## config.mk

```make
export PLATFORM = sky130hd
export DESIGN_NAME = regfile_dual_read
export DESIGN_NICKNAME = d
export VERILOG_FILES = /design/src/rtl/regfile_pkg.sv /design/src/rtl/rf_write_decode.sv /design/src/rtl/rf_storage.sv /design/src/rtl/rf_read_port.sv /design/src/rtl/regfile_dual_read.sv
export SDC_FILE = /design/constraint.sdc
export NUM_CORES = 2
export LEC_CHECK = 0
export ABC_CLOCK_PERIOD_IN_PS = 4350
export BUFFER_PORTS_ARGS = -buffer_cell sky130_fd_sc_hd__clkbuf_2
export CORE_MARGIN = 2
export CORE_UTILIZATION = 38
export CTS_CLUSTER_SIZE = 28
export DETAILED_ROUTE_END_ITERATION = 8
export GPL_TIMING_DRIVEN = 1
export HOLD_SLACK_MARGIN = 0.15
export PLACE_DENSITY = 0.61
export SETUP_SLACK_MARGIN = 0.1
export SYNTH_ARGS = -nofsm -noshare
export SYNTH_HDL_FRONTEND = slang
export SYNTH_HIERARCHICAL = 1
export SYNTH_SLANG_ARGS = --single-unit
```

## constraint.sdc

```tcl
create_clock -name clk -period 4.35 [get_ports clk]
set_clock_uncertainty 0.1 [all_clocks]
set_input_delay 0.87 -clock clk [delete_from_list [all_inputs] [get_ports clk]]
set_output_delay 0.87 -clock clk [all_outputs]
set_load 0.02 [all_outputs]
```

## src/rtl/regfile_pkg.sv

```systemverilog
package regfile_pkg;

    localparam int RF_ENTRIES = 32;
    localparam int RF_DATA_W  = 32;
    localparam int RF_SEL_W   = $clog2(RF_ENTRIES);
    localparam int RF_RD_PORTS = 2;

    typedef enum logic {
        PORT_A = 1'b0,
        PORT_B = 1'b1
    } rd_port_e;

    // Entry index 0 is the constant-zero entry.
    function automatic logic is_const_entry(input int idx);
        return idx == 0;
    endfunction

endpackage

```

## src/rtl/rf_write_decode.sv

```systemverilog
module rf_write_decode
    import regfile_pkg::*;
#(
    parameter int ENTRIES = RF_ENTRIES,
    parameter int SEL_W   = $clog2(ENTRIES)
) (
    input  logic               wr_en,
    input  logic               rst,
    input  logic [SEL_W-1:0]   wr_sel,
    output logic [ENTRIES-1:0] row_we
);

    generate
        for (genvar i = 0; i < ENTRIES; i++) begin : g_row
            if (is_const_entry(i)) begin : g_const
                assign row_we[i] = 1'b0;
            end else begin : g_live
                assign row_we[i] = wr_en && !rst && (wr_sel == SEL_W'(i));
            end
        end
    endgenerate

endmodule

```

## src/rtl/rf_storage.sv

```systemverilog
module rf_storage
    import regfile_pkg::*;
#(
    parameter int ENTRIES = RF_ENTRIES,
    parameter int DATA_W  = RF_DATA_W
) (
    input  logic                            clk,
    input  logic                            rst,
    input  logic [ENTRIES-1:0]              row_we,
    input  logic [DATA_W-1:0]               wr_data,
    output logic [ENTRIES-1:0][DATA_W-1:0]  rows
);

    generate
        for (genvar i = 0; i < ENTRIES; i++) begin : g_entry
            if (is_const_entry(i)) begin : g_zero
                assign rows[i] = '0;
            end else begin : g_reg
                logic [DATA_W-1:0] q;
                // Falling-edge update: data lands half a cycle ahead of rising-edge readers.
                always_ff @(negedge clk) begin
                    if (rst) begin
                        q <= '0;
                    end else if (row_we[i]) begin
                        q <= wr_data;
                    end
                end
                assign rows[i] = q;
            end
        end
    endgenerate

endmodule

```

## src/rtl/rf_read_port.sv

```systemverilog
module rf_read_port
    import regfile_pkg::*;
#(
    parameter int ENTRIES = RF_ENTRIES,
    parameter int DATA_W  = RF_DATA_W,
    parameter int SEL_W   = $clog2(ENTRIES)
) (
    input  logic [SEL_W-1:0]                rd_sel,
    input  logic [ENTRIES-1:0][DATA_W-1:0]  rows,
    output logic [DATA_W-1:0]               rd_data
);

    always_comb begin
        rd_data = '0;
        for (int i = 0; i < ENTRIES; i++) begin
            if (rd_sel == SEL_W'(i)) begin
                rd_data = rows[i];
            end
        end
    end

endmodule

```

## src/rtl/regfile_dual_read.sv

```systemverilog
module regfile_dual_read
    import regfile_pkg::*;
#(
    parameter int ENTRIES = RF_ENTRIES,
    parameter int DATA_W  = RF_DATA_W,
    localparam int SEL_W  = $clog2(ENTRIES)
) (
    input  logic              clk,
    input  logic              rst,
    input  logic              wr_en,
    input  logic [SEL_W-1:0]  wr_sel,
    input  logic [DATA_W-1:0] wr_data,
    input  logic [SEL_W-1:0]  rd_sel_a,
    output logic [DATA_W-1:0] rd_data_a,
    input  logic [SEL_W-1:0]  rd_sel_b,
    output logic [DATA_W-1:0] rd_data_b
);

    logic [ENTRIES-1:0]             row_we;
    logic [ENTRIES-1:0][DATA_W-1:0] rows;
    logic [RF_RD_PORTS-1:0][SEL_W-1:0]  port_sel;
    logic [RF_RD_PORTS-1:0][DATA_W-1:0] port_data;

    rf_write_decode #(.ENTRIES(ENTRIES), .SEL_W(SEL_W)) u_decode (
        .wr_en  (wr_en),
        .rst    (rst),
        .wr_sel (wr_sel),
        .row_we (row_we)
    );

    rf_storage #(.ENTRIES(ENTRIES), .DATA_W(DATA_W)) u_store (
        .clk     (clk),
        .rst     (rst),
        .row_we  (row_we),
        .wr_data (wr_data),
        .rows    (rows)
    );

    assign port_sel[PORT_A] = rd_sel_a;
    assign port_sel[PORT_B] = rd_sel_b;

    generate
        for (genvar p = 0; p < RF_RD_PORTS; p++) begin : g_port
            rf_read_port #(.ENTRIES(ENTRIES), .DATA_W(DATA_W), .SEL_W(SEL_W)) u_rd (
                .rd_sel  (port_sel[p]),
                .rows    (rows),
                .rd_data (port_data[p])
            );
        end
    endgenerate

    assign rd_data_a = port_data[PORT_A];
    assign rd_data_b = port_data[PORT_B];

endmodule

```

# == Yosys cells after proc, flatten, opt, wreduce, memory -nomap -nowiden ==
# Cells that the tools add are included.
# totals
ram_bits,0
rom_bits,0
regBits,992
out_inout_bits,64
latchBits,0
in_bits,50
n_memories,0
word_cells,219
# op_classes
addsub,0
bitwise,0
shift,0
magnitude_cmp,0
n_mul,0
n_eq_ne,93
div,0
muxes,62
n_reduce_logical,33
# op_table
operator,n
two-way mux 32 bit,62
"equality test 5 bit, second input constant",48
"equality test 5 x 4 -> 1 bit, second input constant",24
"equality test 5 x 3 -> 1 bit, second input constant",12
logical AND 1 bit,32
"equality test 5 x 2 -> 1 bit, second input constant",6
"equality test 5 x 1 -> 1 bit, second input constant",3
logical NOT 1 bit,1

# == Depth between registers and ports, before layout ==
# logic_depth
ltp_word,32
depth_mapped,12
mapped_depth_nobuf,7

# == Hierarchy ==
# The synthesis kept the hierarchy.
# by_module_without_submodules
mod,cells_per_inst,n_inst,area_each_um2,seq_area_each_um2
rf_storage,3340,1,36573.8,19859.0
rf_read_port,1548,2,9705.6,0.0
rf_write_decode,60,1,385.4,0.0

==> impl_metrics.csv <==
group,metric,value,unit
synth,syn_inst,6494,
drt,vias_per_cell,6.15,
finish,reg_top3,"u_store/g_entry.g_reg.q (992)",
run,maxCapViolCount,0,
critical_path,reg2regPathDepth,2,
critical_path,crit_family,"compound AO/OA/AOI/OAI gates",
synth,yosysWarnings,6,
floorplan,io_pins,114,
sta,fin_ws,-1.76,ns
worst_hold_path,min_path_type,"flip-flop to flip-flop",
pwr,internal_power,18.1,mW
place,dpl.cell_count,8862,
drt,route.met2.wl,119000,µm
drt,dr.pass1.iters,8,
pwr,combinationalPowerShare,13.9,%
place,hpwl,190000,µm
floorplan,die_y,389,µm
global_routing,grt_max_degree,227,
drt,vias,62100,
critical_path,worst_setup_path_start_kind,"flip-flop",
critical_path,crit_slowest_cell,"a221oi_4",
sta,holdWs,0.390,ns
clocking,clockBufferDepth,3,
place,routabilityCongestion,1.02,
critical_path,crit_cells,9,
pwr,leakage,31.4,nW
global_routing,grt_pass1_wl,396000,µm
status,violations,"setup timing",
place,dpl_cell_area,66100,µm²
critical_path,criticalPathCategory,"flip-flop to output pin",
global_routing,grt_usage,34.8,%
finish,largest-register,"u_store/g_entry.g_reg.q",
drt,drt-total-wl,279000,µm
sta,setup_viol,64,
floorplan,die_x,389,µm
drt,drtIter0Drc,8278,
finish,largest_reg_flops,992,
floorplan,initial_core_util,38.2,%
floorplan,die_area,151000,µm²
clocking,worstSkewPairLatency,0.75,ns
drt,antenna_left,0,
critical_path,crit_fanout,3,
global_routing,grt_pass1_vias,61100,
finish,drive_above_1_share,24.0,%
pwr,p_total,27.5,mW
clocking,root_buffer,"clkbuf_16",
worst_hold_path,whs_path_depth,2,
sta,worst_pin_slew,1.37,ns
global_routing,antenna_found_initial,6,
finish,final_nets,8112,
synth,netlist_area,56400,µm²
sta,drv_slew,0,
critical_path,required,3.38,ns
clocking,cts.htree.levels,3,
drt,route.met3.wl,35300,µm
clocking,cts_tree,"done",
drt,routed.top_layer,"met5",
pwr,p_switching,9.39,mW
pwr,pwr-share-seq,33.6,%
clocking,cts.sinks,992,
floorplan,core_area,147000,µm²
global_routing,grt.overflow.total,0,
finish,fin_util,52.4,%
place,io_buffers,113,
critical_path,cp_data_arrival_time,5.14,ns
status,status,"finished with violations",
floorplan,rows,141,
sta,hold_viol,0,
critical_path,r2r_setup_slack,3.28,ns
critical_path,crit_buf_inv,2,
clocking,ctsHoldBuffers,0,
sta,max_slew_margin,8.58,%
finish,finalNonFillerCells,10100,
critical_path,crit_chain,"a21oi_2 > o22ai_1 > a221oi_2 > a21oi_2 > a221oi_4 > buf_4 > nor3_2 > or4_4 > clkbuf_8",
critical_path,cpMostUsedCell,"a21oi_2",
critical_path,critPathMaxStageDelay,0.46,ns
pwr,p_clk_share,52.5,%
critical_path,worstSetupEndpointType,"output pin",
pwr,ir_drop,406,µV
pwr,swShare,34.2,%
pwr,cellPowerDensity,356,nW/µm²
synth,synth_area_per_cell,8.68,µm²
clocking,numCtsBuffers,118,
sta,tns,-92.16,ns
finish,syn_to_final_growth,37.0,%
clocking,path_clk_slew,0.04,ns
drt,drcViolationCount,0,
sta,rsz0062_at_grt,"true",
drt,met1_length,105000,µm
drt,wl_per_cell,27.6,µm
finish,design_area,77200,µm²
place,pre_cts_slack,-1.49,ns
## area by class of cell
class / instances / area (µm²)
diodes: 1 / 2.50
clock buffers: 119 / 2980
clock inverters: 1089 / 4790
fillers: 13500 / 70300
inverters: 22 / 85.1
multi-input cells: 4781 / 34700
flip-flops and latches: 992 / 20000
well taps: 1930 / 2410
repair buffers: 1155 / 12300
## layer usage
| metal | vias up | GRT usage [%] |
|---|---|---|
| met3 | 1059 | 11.6 |
| li1 | 26600 | - |
| met2 | 4541 | 51.4 |
| met1 | 29800 | 42.8 |
| met5 | - | 0 |
| met4 | 6 | 24.0 |
## power groups by stage
| stage | Sequential (mW) | Combinational [mW] | Clock, mW |
|---|---|---|---|
| floorplan | 9.34 | 1.60 | 1.37 |
| global placement | 9.35 | 3.22 | 1.37 |
| detailed placement | 9.35 | 3.22 | 1.37 |
| CTS | 9.23 | 3.55 | 14.6 |
| global route | 9.21 | 3.85 | 15.7 |
| finish | 9.23 | 3.83 | 14.4 |
## worst paths after layout
kind                                                 startpoint                               to
worst min register to register  u_store/g_entry[12].g_reg.q[10]  u_store/g_entry[12].g_reg.q[10]
worst min-delay path            u_store/g_entry[12].g_reg.q[10]  u_store/g_entry[12].g_reg.q[10]
worst max-delay path              u_store/g_entry[5].g_reg.q[9]                     rd_data_b[9]
worst max register to register  u_store/g_entry[28].g_reg.q[19]  u_store/g_entry[28].g_reg.q[19]
## repair_timing
action / CTS / global route
resized for setup: 482 / 228
cloned: 0 / 3
endpoints found under the setup margin: 64 / 132
buffers inserted: 3 / 14
pin swaps: 250 / 165
## layout by cell type (no fill, tap or decap), types with 25 or more instances in the layout
| master | count |
|---|---|
| nor2_1 | 1293 |
| mux2i_1 | 1144 |
| mux4_2 | 36 |
| a31oi_1 | 72 |
| dfxtp_1 | 925 |
| buf_4 | 780 |
| a21boi_0 | 26 |
| conb_1 | 32 |
| a21oi_1 | 280 |
| clkbuf_16 | 122 |
| clkinvlp_2 | 26 |
| clkbuf_2 | 39 |
| buf_8 | 49 |
| inv_1 | 1038 |
| o22ai_1 | 172 |
| o21ai_0 | 294 |
| nand2_1 | 190 |
| nor3_1 | 54 |
| mux2_2 | 45 |
| a211oi_1 | 52 |
| a22oi_1 | 64 |
| nor2b_1 | 55 |
| o21ai_1 | 46 |
| buf_6 | 28 |
| a21oi_2 | 95 |
| o221ai_1 | 133 |
| buf_12 | 247 |
| dfxtp_2 | 60 |
| nand2b_1 | 40 |
| nor2_4 | 25 |
| a22o_1 | 41 |
## tightest hold or removal path, delay by kind of cell, from the launching register on
kind,cells,cell delay [ns]
flip-flops,1,0.32
multiplexers,1,0.06
AND/OR/NAND/NOR,1,0.07
Power figures use the tool's default switching activity.
